--- src/rtl/tmr16_pkg.sv ---
package tmr16_pkg;

   localparam int NSRC = 4;

   typedef enum logic [1:0] {
      SRC_OVF  = 2'd0,
      SRC_CMPA = 2'd1,
      SRC_CMPB = 2'd2,
      SRC_CAP  = 2'd3
   } src_e;

   localparam logic [5:0] A_CAP_LO  = 6'h1A;
   localparam logic [5:0] A_CAP_HI  = 6'h1B;
   localparam logic [5:0] A_CMPB_LO = 6'h1C;
   localparam logic [5:0] A_CMPB_HI = 6'h1D;
   localparam logic [5:0] A_CMPA_LO = 6'h1E;
   localparam logic [5:0] A_CMPA_HI = 6'h1F;
   localparam logic [5:0] A_FLAG    = 6'h25;
   localparam logic [5:0] A_MASK    = 6'h26;
   localparam logic [5:0] A_CNT_LO  = 6'h2C;
   localparam logic [5:0] A_CNT_HI  = 6'h2D;

   // Source vector -> byte layout shared by mask and flag registers.
   function automatic logic [7:0] src_to_byte(input logic [NSRC-1:0] v);
      return {v[SRC_CAP], 1'b0, v[SRC_CMPB], v[SRC_CMPA], v[SRC_OVF], 3'b000};
   endfunction

   function automatic logic [NSRC-1:0] byte_to_src(input logic [7:0] b);
      logic [NSRC-1:0] v;
      v[SRC_CAP]  = b[7];
      v[SRC_CMPB] = b[5];
      v[SRC_CMPA] = b[4];
      v[SRC_OVF]  = b[3];
      return v;
   endfunction

endpackage

--- src/rtl/tmr16_count.sv ---
module tmr16_count #(
   parameter int CNT_W = 16,
   parameter int NCMP  = 2
) (
   input  logic                        clk,
   input  logic                        rst_n,
   input  logic                        tick_i,
   input  logic                        ld_i,
   input  logic [NCMP-1:0]             cmp_we_i,
   input  logic [CNT_W-1:0]            wval_i,
   output logic [CNT_W-1:0]            cnt_o,
   output logic [NCMP-1:0][CNT_W-1:0]  cmp_o,
   output logic [NCMP-1:0]             hit_o,
   output logic                        ovf_o
);

   localparam logic [CNT_W-1:0] CNT_MAX = '1;
   localparam logic [CNT_W-1:0] CNT_ONE = CNT_W'(1);

   logic [CNT_W-1:0] cnt_q;
   logic             adv;

   assign adv = tick_i & ~ld_i;

   always_ff @(posedge clk or negedge rst_n) begin
      if (!rst_n)     cnt_q <= '0;
      else if (ld_i)  cnt_q <= wval_i;
      else if (tick_i) cnt_q <= cnt_q + CNT_ONE;
   end

   assign cnt_o = cnt_q;
   assign ovf_o = adv & (cnt_q == CNT_MAX);

   for (genvar g = 0; g < NCMP; g++) begin : g_cmp
      logic [CNT_W-1:0] cmp_q;

      always_ff @(posedge clk or negedge rst_n) begin
         if (!rst_n)          cmp_q <= '0;
         else if (cmp_we_i[g]) cmp_q <= wval_i;
      end

      assign cmp_o[g] = cmp_q;
      assign hit_o[g] = adv & (cnt_q == cmp_q);
   end

   // counting step and wrap
   p_step_r2: assert property (@(posedge clk) disable iff (!rst_n)
      (tick_i && !ld_i) |=> (cnt_q == $past(cnt_q) + CNT_ONE));
   p_wrap_r2: assert property (@(posedge clk) disable iff (!rst_n)
      (tick_i && !ld_i && cnt_q == CNT_MAX) |=> (cnt_q == '0));
   p_hold_r2: assert property (@(posedge clk) disable iff (!rst_n)
      (!tick_i && !ld_i) |=> $stable(cnt_q));

endmodule

--- src/rtl/tmr16_capture.sv ---
module tmr16_capture #(
   parameter int CNT_W       = 16,
   parameter int SYNC_STAGES = 2
) (
   input  logic             clk,
   input  logic             rst_n,
   input  logic             pin_i,
   input  logic             acmp_i,
   input  logic             sel_acmp_i,
   input  logic             rise_i,
   input  logic [CNT_W-1:0] cnt_i,
   input  logic             wr_i,
   input  logic [CNT_W-1:0] wval_i,
   output logic [CNT_W-1:0] cap_o,
   output logic             evt_o
);

   logic                   src;
   logic [SYNC_STAGES-1:0] sync_q;
   logic                   last_q;
   logic                   s_now;
   logic [CNT_W-1:0]       cap_q;

   assign src = sel_acmp_i ? acmp_i : pin_i;

   always_ff @(posedge clk or negedge rst_n) begin
      if (!rst_n) sync_q <= '0;
      else        sync_q <= {sync_q[SYNC_STAGES-2:0], src};
   end

   assign s_now = sync_q[SYNC_STAGES-1];

   always_ff @(posedge clk or negedge rst_n) begin
      if (!rst_n) last_q <= 1'b0;
      else        last_q <= s_now;
   end

   assign evt_o = rise_i ? (s_now & ~last_q) : (~s_now & last_q);

   always_ff @(posedge clk or negedge rst_n) begin
      if (!rst_n)     cap_q <= '0;
      else if (evt_o) cap_q <= cnt_i;
      else if (wr_i)  cap_q <= wval_i;
   end

   assign cap_o = cap_q;

   // an event snapshots the counter, overriding a bus write
   p_load_r7: assert property (@(posedge clk) disable iff (!rst_n)
      evt_o |=> (cap_q == $past(cnt_i)));
   // only one polarity can be seen per cycle
   p_pol_r8: assert property (@(posedge clk) disable iff (!rst_n)
      (evt_o && rise_i) |-> (s_now && !last_q));

endmodule

--- src/rtl/tmr16_irq.sv ---
module tmr16_irq #(
   parameter int NSRC = 4
) (
   input  logic            clk,
   input  logic            rst_n,
   input  logic [NSRC-1:0] set_i,
   input  logic [NSRC-1:0] clr_i,
   input  logic [NSRC-1:0] ack_i,
   input  logic [NSRC-1:0] mask_i,
   input  logic            gie_i,
   output logic [NSRC-1:0] flag_o,
   output logic [NSRC-1:0] req_o
);

   for (genvar k = 0; k < NSRC; k++) begin : g_src
      logic flag_q;

      always_ff @(posedge clk or negedge rst_n) begin
         if (!rst_n)        flag_q <= 1'b0;
         else if (set_i[k]) flag_q <= 1'b1;
         else if (clr_i[k] || ack_i[k]) flag_q <= 1'b0;
      end

      assign flag_o[k] = flag_q;
      assign req_o[k]  = flag_q & mask_i[k] & gie_i;

      // hardware set beats a same-cycle clear
      p_setwins_r12: assert property (@(posedge clk) disable iff (!rst_n)
         set_i[k] |=> flag_q);
      // acknowledge or write-one clears when no set collides
      p_clear_r13: assert property (@(posedge clk) disable iff (!rst_n)
         ((ack_i[k] || clr_i[k]) && !set_i[k]) |=> !flag_q);
      p_keep_r12: assert property (@(posedge clk) disable iff (!rst_n)
         (flag_q && !ack_i[k] && !clr_i[k]) |=> flag_q);
   end

endmodule

--- src/rtl/tmr16_regbank.sv ---
module tmr16_regbank
   import tmr16_pkg::*;
#(
   parameter int DATA_W      = 8,
   parameter int ADDR_W      = 6,
   parameter int SYNC_STAGES = 2
) (
   input  logic              clk,
   input  logic              rst_n,
   input  logic [ADDR_W-1:0] bus_addr,
   input  logic [DATA_W-1:0] bus_wdata,
   input  logic              bus_we,
   input  logic              bus_re,
   output logic [DATA_W-1:0] bus_rdata,
   input  logic              tick,
   input  logic              cap_pin,
   input  logic              acmp_out,
   input  logic              cap_from_acmp,
   input  logic              cap_on_rise,
   input  logic              gie,
   input  logic [3:0]        irq_ack,
   output logic [3:0]        irq_req,
   output logic [2:0]        t0_ien
);

   localparam int CNT_W = 2 * DATA_W;
   localparam int NCMP  = 2;

   localparam logic [ADDR_W-1:0] AD_CAP_LO  = ADDR_W'(A_CAP_LO);
   localparam logic [ADDR_W-1:0] AD_CAP_HI  = ADDR_W'(A_CAP_HI);
   localparam logic [ADDR_W-1:0] AD_CMPB_LO = ADDR_W'(A_CMPB_LO);
   localparam logic [ADDR_W-1:0] AD_CMPB_HI = ADDR_W'(A_CMPB_HI);
   localparam logic [ADDR_W-1:0] AD_CMPA_LO = ADDR_W'(A_CMPA_LO);
   localparam logic [ADDR_W-1:0] AD_CMPA_HI = ADDR_W'(A_CMPA_HI);
   localparam logic [ADDR_W-1:0] AD_FLAG    = ADDR_W'(A_FLAG);
   localparam logic [ADDR_W-1:0] AD_MASK    = ADDR_W'(A_MASK);
   localparam logic [ADDR_W-1:0] AD_CNT_LO  = ADDR_W'(A_CNT_LO);
   localparam logic [ADDR_W-1:0] AD_CNT_HI  = ADDR_W'(A_CNT_HI);

   if (DATA_W < 8) begin : g_bad_data_w
      $error("tmr16_regbank: DATA_W must be at least 8");
   end
   if (ADDR_W < 6) begin : g_bad_addr_w
      $error("tmr16_regbank: ADDR_W must be at least 6");
   end
   if (SYNC_STAGES < 2) begin : g_bad_sync
      $error("tmr16_regbank: SYNC_STAGES must be at least 2");
   end

   logic [DATA_W-1:0]              temp_q;
   logic [CNT_W-1:0]               commit_val;
   logic [CNT_W-1:0]               cnt;
   logic [CNT_W-1:0]               cap_val;
   logic [NCMP-1:0][CNT_W-1:0]     cmp_val;
   logic [NCMP-1:0]                cmp_we;
   logic [NCMP-1:0]                cmp_hit;
   logic                           cnt_ld;
   logic                           cap_we;
   logic                           ovf;
   logic                           cap_evt;
   logic                           rd;
   logic                           hi_sel;
   logic                           lo_rd;
   logic [DATA_W-1:0]              hi_src;
   logic [7:0]                     mask_q;
   logic [NSRC-1:0]                flags;
   logic [NSRC-1:0]                set_v;
   logic [NSRC-1:0]                clr_v;
   logic [NSRC-1:0]                mask_v;

   assign rd         = bus_re & ~bus_we;
   assign commit_val = {temp_q, bus_wdata};

   // ---------------- write decode ----------------
   always_comb begin
      cmp_we[0] = bus_we && (bus_addr == AD_CMPA_LO);
      cmp_we[1] = bus_we && (bus_addr == AD_CMPB_LO);
      cnt_ld    = bus_we && (bus_addr == AD_CNT_LO);
      cap_we    = bus_we && (bus_addr == AD_CAP_LO);
      hi_sel    = (bus_addr == AD_CMPA_HI) || (bus_addr == AD_CMPB_HI) ||
                  (bus_addr == AD_CAP_HI)  || (bus_addr == AD_CNT_HI);
   end

   // ---------------- staging register ----------------
   always_comb begin
      lo_rd  = 1'b0;
      hi_src = '0;
      if (rd) begin
         case (bus_addr)
            AD_CMPA_LO: begin lo_rd = 1'b1; hi_src = cmp_val[0][CNT_W-1:DATA_W]; end
            AD_CMPB_LO: begin lo_rd = 1'b1; hi_src = cmp_val[1][CNT_W-1:DATA_W]; end
            AD_CAP_LO:  begin lo_rd = 1'b1; hi_src = cap_val[CNT_W-1:DATA_W];    end
            AD_CNT_LO:  begin lo_rd = 1'b1; hi_src = cnt[CNT_W-1:DATA_W];        end
            default:    begin lo_rd = 1'b0; hi_src = '0;                         end
         endcase
      end
   end

   always_ff @(posedge clk or negedge rst_n) begin
      if (!rst_n)                temp_q <= '0;
      else if (bus_we && hi_sel) temp_q <= bus_wdata;
      else if (lo_rd)            temp_q <= hi_src;
   end

   // ---------------- mask and flag clear ----------------
   always_ff @(posedge clk or negedge rst_n) begin
      if (!rst_n)                              mask_q <= '0;
      else if (bus_we && bus_addr == AD_MASK)  mask_q <= bus_wdata[7:0] & 8'hBF;
   end

   assign mask_v = byte_to_src(mask_q);
   assign t0_ien = mask_q[2:0];
   assign clr_v  = (bus_we && bus_addr == AD_FLAG) ? byte_to_src(bus_wdata[7:0]) : '0;

   always_comb begin
      set_v           = '0;
      set_v[SRC_OVF]  = ovf;
      set_v[SRC_CMPA] = cmp_hit[0];
      set_v[SRC_CMPB] = cmp_hit[1];
      set_v[SRC_CAP]  = cap_evt;
   end

   // ---------------- read mux ----------------
   always_comb begin
      case (bus_addr)
         AD_CMPA_HI, AD_CMPB_HI, AD_CAP_HI, AD_CNT_HI: bus_rdata = temp_q;
         AD_CMPA_LO: bus_rdata = cmp_val[0][DATA_W-1:0];
         AD_CMPB_LO: bus_rdata = cmp_val[1][DATA_W-1:0];
         AD_CAP_LO:  bus_rdata = cap_val[DATA_W-1:0];
         AD_CNT_LO:  bus_rdata = cnt[DATA_W-1:0];
         AD_MASK:    bus_rdata = DATA_W'(mask_q);
         AD_FLAG:    bus_rdata = DATA_W'(src_to_byte(flags));
         default:    bus_rdata = '0;
      endcase
   end

   // ---------------- sub-blocks ----------------
   tmr16_count #(.CNT_W(CNT_W), .NCMP(NCMP)) u_count (
      .clk      (clk),
      .rst_n    (rst_n),
      .tick_i   (tick),
      .ld_i     (cnt_ld),
      .cmp_we_i (cmp_we),
      .wval_i   (commit_val),
      .cnt_o    (cnt),
      .cmp_o    (cmp_val),
      .hit_o    (cmp_hit),
      .ovf_o    (ovf)
   );

   tmr16_capture #(.CNT_W(CNT_W), .SYNC_STAGES(SYNC_STAGES)) u_capture (
      .clk        (clk),
      .rst_n      (rst_n),
      .pin_i      (cap_pin),
      .acmp_i     (acmp_out),
      .sel_acmp_i (cap_from_acmp),
      .rise_i     (cap_on_rise),
      .cnt_i      (cnt),
      .wr_i       (cap_we),
      .wval_i     (commit_val),
      .cap_o      (cap_val),
      .evt_o      (cap_evt)
   );

   tmr16_irq #(.NSRC(NSRC)) u_irq (
      .clk    (clk),
      .rst_n  (rst_n),
      .set_i  (set_v),
      .clr_i  (clr_v),
      .ack_i  (irq_ack),
      .mask_i (mask_v),
      .gie_i  (gie),
      .flag_o (flags),
      .req_o  (irq_req)
   );

   // staging a high byte leaves the target untouched
   p_hold_r3: assert property (@(posedge clk) disable iff (!rst_n)
      (bus_we && bus_addr == AD_CMPA_HI) |=> $stable(cmp_val[0]));
   // low-byte read snapshots the counter high byte
   p_shadow_r4: assert property (@(posedge clk) disable iff (!rst_n)
      (rd && bus_addr == AD_CNT_LO) |=> (temp_q == $past(cnt[CNT_W-1:DATA_W])));
   // reserved mask bit never reads as one
   p_rsvd_r10: assert property (@(posedge clk) disable iff (!rst_n)
      (bus_addr == AD_MASK) |-> (bus_rdata[6] == 1'b0));
   // no request without the global enable
   p_gate_r11: assert property (@(posedge clk) disable iff (!rst_n)
      (irq_req != '0) |-> gie);

endmodule

--- config.mk ---
export PLATFORM = sky130hd
export DESIGN_NAME = tmr16_regbank
export DESIGN_NICKNAME = d
export VERILOG_FILES = /design/src/rtl/tmr16_pkg.sv /design/src/rtl/tmr16_count.sv /design/src/rtl/tmr16_capture.sv /design/src/rtl/tmr16_irq.sv /design/src/rtl/tmr16_regbank.sv
export SDC_FILE = /design/constraint.sdc
export NUM_CORES = 1
export LEC_CHECK = 0
export CAP_MARGIN = 10
export CORE_ASPECT_RATIO = 1.25
export CORE_MARGIN = 1
export CORE_UTILIZATION = 57
export DETAILED_ROUTE_END_ITERATION = 8
export PLACE_DENSITY = 0.82
export SYNTH_ARGS = -nofsm -noshare
export SYNTH_HDL_FRONTEND = slang
export SYNTH_HIERARCHICAL = 1
export SYNTH_SLANG_ARGS = --single-unit
--- constraint.sdc ---
create_clock -name clk -period 2.9 [get_ports clk]
set_input_delay 0.58 -clock clk [delete_from_list [all_inputs] [get_ports clk]]
set_output_delay 0.58 -clock clk [all_outputs]
set_load 0.01 [all_outputs]
==> results_dict.tcl <==
set metrics [dict create \
    clkPwrFrac 0.229 \
    htree_levels 3 \
    timing.setup.critical_path_class "input port to output port" \
    syn_nets 506 \
    synth_edf_count 0 \
    hpwlAfterDp_um 9908 \
    dr.pass1.iters 5 \
    drive_above_1_share 0.2871 \
    postPlaceCellArea_um2 5819 \
    max_stage_delay_ps 440 \
    fin_crit_sh 0.9633 \
    syn2layout_area_growth_pct 15.09 \
    dr.first_iter.drc_count 402 \
    leakagePower_nw 2.844 \
    cts_sinks 86 \
    dieArea_um2 9582 \
    grt_setup_unrepaired "false" \
    met2_usage 0.5050 \
    crit_arrival_ps 2210 \
    syn_inst 477 \
    hold_viol_final 0 \
    nNetsFinal 545 \
    switching_power_mw 1.271 \
    port-buffer-count 42 \
    remaining_drc_errors 0 \
    worst_slew_pin_slew_ps 515.1 \
    wire_per_inst_um 21.42 \
    min_period_ps 2794 \
    drtAntennaViolNets 0 \
    cp_max_fo 8 \
    power_switching_share 0.3454 \
    critPathSlowestCell "dlygate4sd2_1" \
    skew_ps 9.498 \
    grt_pass1_vias 3950 \
    hp-class "input port to asynchronous set/reset pin" \
    holdWs_ps 148.6 \
    n_antenna_cell 0 \
    clockBufferDepth 2 \
    grt_max_degree 54 \
    design_area_um2 6031 \
    wl_um 13690 \
    endpoint_kind "output port" \
    grtUsageMet1 0.3834 \
    ys_types 59 \
    syn_area_per_cell_um2 10.99 \
    synth_flop_cell "dfrtp_1" \
    status "finished clean" \
    ios 43 \
    track_usage 0.3047 \
    power_mw 3.680 \
    grt_use_met3 0.04164 \
    gp_congestion 0.9445 \
    clkTransAtPathRegs_ps 80 \
    num_vias 4039 \
    setup_viol 0 \
    post_cts_buffers 0 \
    p_comb_frac 0.259 \
    intPower_mw 2.409 \
    cts_tree "built" \
    relSlewSlack 0.6534 \
    max_freq_mhz 358.0 \
    ys_warn_count 6 \
    startpoint_type "input port" \
    die_w_um 87.76 \
    final_max_slew_viol_count 0 \
    synthesis.area_um2 5240 \
    cap_violations 0 \
    rows 38 \
    vdd_ir_drop_max_mv 0.2526 \
    fin_util 0.6856 \
    worstPathCellList "dlygate4sd2_1 -> nor4bb_2 -> and3b_2 -> buf_12 -> a222oi_1 -> nand3_1 -> buf_2" \
    pre_cts_slack_ps -383.5 \
    cts-root-buf "clkbuf_8" \
    cts_hold_buffers 0 \
    required_ps 2320 \
    power_density_nw_per_um2 610.2 \
    clkLatencyLatePin_ps 370 \
    ys_ff_latch 86 \
    start_util 0.5957 \
    ys_seq_area_frac 0.4107 \
    grt_overflow 0 \
    grt_antenna_before_repair 0 \
    fp.coreArea_um2 8796 \
    cts_made_buffers 9 \
    setup_slack_ps 106.4 \
    rrSetupSlack_ps 960 \
    p_seq_frac 0.512 \
    grt_pass1_wl_um 21290 \
    die_h_um 109.2 \
    via_per_inst 6.321 \
    busiest_layer "met2" \
    synthArstFlopShare 1.000 \
]
## what timing repair did
action                                  4_1_cts  5_1_grt
pin swaps                                     6        5
gates resized for setup                      27       11
endpoints found under the setup margin        8        7
## sequential cells by signal, indices dropped and copies added (netlist names)
signal / flops
u_capture/last_q: 1
u_capture/cap_o: 16
u_irq/g_src.flag_q: 4
u_count/cnt_o: 16
u_count/g_cmp.cmp_q: 32
temp_q: 8
u_capture/sync_q: 2
mask_q: 7
## power groups by stage
stage / clock network, mW / logic (mW) / registers (mW)
finish: 0.843 / 0.953 / 1.89
global route: 0.905 / 1.02 / 1.92
CTS: 0.844 / 0.940 / 1.87
detailed placement: 0 / 0.937 / 1.89
global placement: 0 / 0.907 / 1.88
floorplan: 0 / 0.865 / 1.66
## worst paths after layout
| kind | depth (start not counted) | end | start |
|---|---|---|---|
| setup / recovery | 7 | bus_rdata[5] | bus_addr[4] |
| hold / removal | 1 | u_capture/cap_o[5] | rst_n |
| setup reg to reg | 5 | u_irq/g_src[2].flag_q | u_count/cnt_o[5] |
| hold reg to reg | 0 | u_capture/sync_q[1] | u_capture/sync_q[0] |
| max in group asynchronous | 2 | u_count/g_cmp[0].cmp_q[0] | rst_n |
| min in group clk | 0 | u_capture/sync_q[1] | u_capture/sync_q[0] |
## layout by cell type (no fill, tap or decap), types with 5 or more instances in the layout
| cell | instances |
|---|---|
| dlygate4sd2_1 | 5 |
| a22oi_1 | 5 |
| buf_12 | 7 |
| mux2_4 | 16 |
| nor3_1 | 9 |
| clkdlybuf4s50_1 | 27 |
| clkbuf_8 | 10 |
| mux2_2 | 57 |
| inv_1 | 12 |
| nor2_1 | 9 |
| nor4_1 | 12 |
| xnor2_1 | 10 |
| nand3_1 | 9 |
| dfrtp_1 | 86 |
| nand2_1 | 40 |
| xor2_1 | 37 |
| buf_4 | 25 |
| and3_1 | 29 |
| o21ai_0 | 11 |
| nand4_1 | 12 |
| a222oi_1 | 9 |
| o221ai_1 | 7 |
## per-stage QoR
stage / cells / TNS [ps]
final: 639 / 0
after detailed placement: 625 / -3476
after floorplan: 477 / 0
after CTS: 639 / 0
after global routing: 639 / 0
after global placement: 625 / -2573
## synth_stat cells, types with 2 or more instances
library cell,n,area [um2]
buf_2,14,70.07
nand3b_1,2,15.01
nor3_1,10,50.05
buf_4,12,90.09
nor2b_1,2,12.51
nor4_1,12,75.07
nand3_1,9,45.04
or2_1,2,12.51
o21ai_1,3,15.01
and3_1,29,181.4
a222oi_1,9,90.09
clkbuf_1,10,37.54
buf_6,9,101.4
xor2_1,37,324.1
o31ai_1,2,15.01
o221ai_1,7,61.31
xnor2_1,10,87.58
a21o_1,4,30.03
mux2_2,57,641.9
and4bb_4,2,32.53
nand2_1,40,150.1
a22oi_1,6,45.04
mux2i_1,2,20.02
a32o_1,3,30.03
and2_1,4,25.02
nand4_1,12,75.07
and3b_1,3,26.28
nor2_1,9,33.78
dfrtp_1,86,2152
nor3b_1,2,15.01
and3_4,2,22.52
o21ai_0,11,55.05
nor4_2,2,25.02
inv_1,12,45.04
mux2_4,16,240.2
a221oi_1,2,17.52
## per-layer routing
layer / vias to the layer above / wire length [um] / part of all wire
li1: 1792 / - / -
met5: - / 0 / 0
met1: 2017 / 5504 / 0.40
met4: 0 / 518 / 0.038
met2: 185 / 6827 / 0.50
met3: 45 / 835 / 0.061
## area by class of cell
class / count / area [um2]
multi-input combinational: 332 / 2763
timing repair buffer: 75 / 734.5
inverter: 12 / 45.04
clock buffer: 10 / 137.6
clock inverter: 4 / 48.80
sequential: 86 / 2152
fill: 644 / 2765
tap: 120 / 150.1
## cells by family after synthesis
group,after synthesis,synth area share
buf+inv,59,0.07044
fa+ha+maj,1,0.002387
xor+xnor,47,0.07856
flops,86,0.4107
compound gates,56,0.08835
mux,75,0.1722
simple gates,153,0.1774
## critical path: cells and delay by family
kind / cells / cell delay, ps
and+or+nand+nor: 3 / 500
buffers and inverters: 3 / 750
AOI/OAI and AO/OA: 1 / 370
No activity file was read; power rests on OpenSTA's default activity.
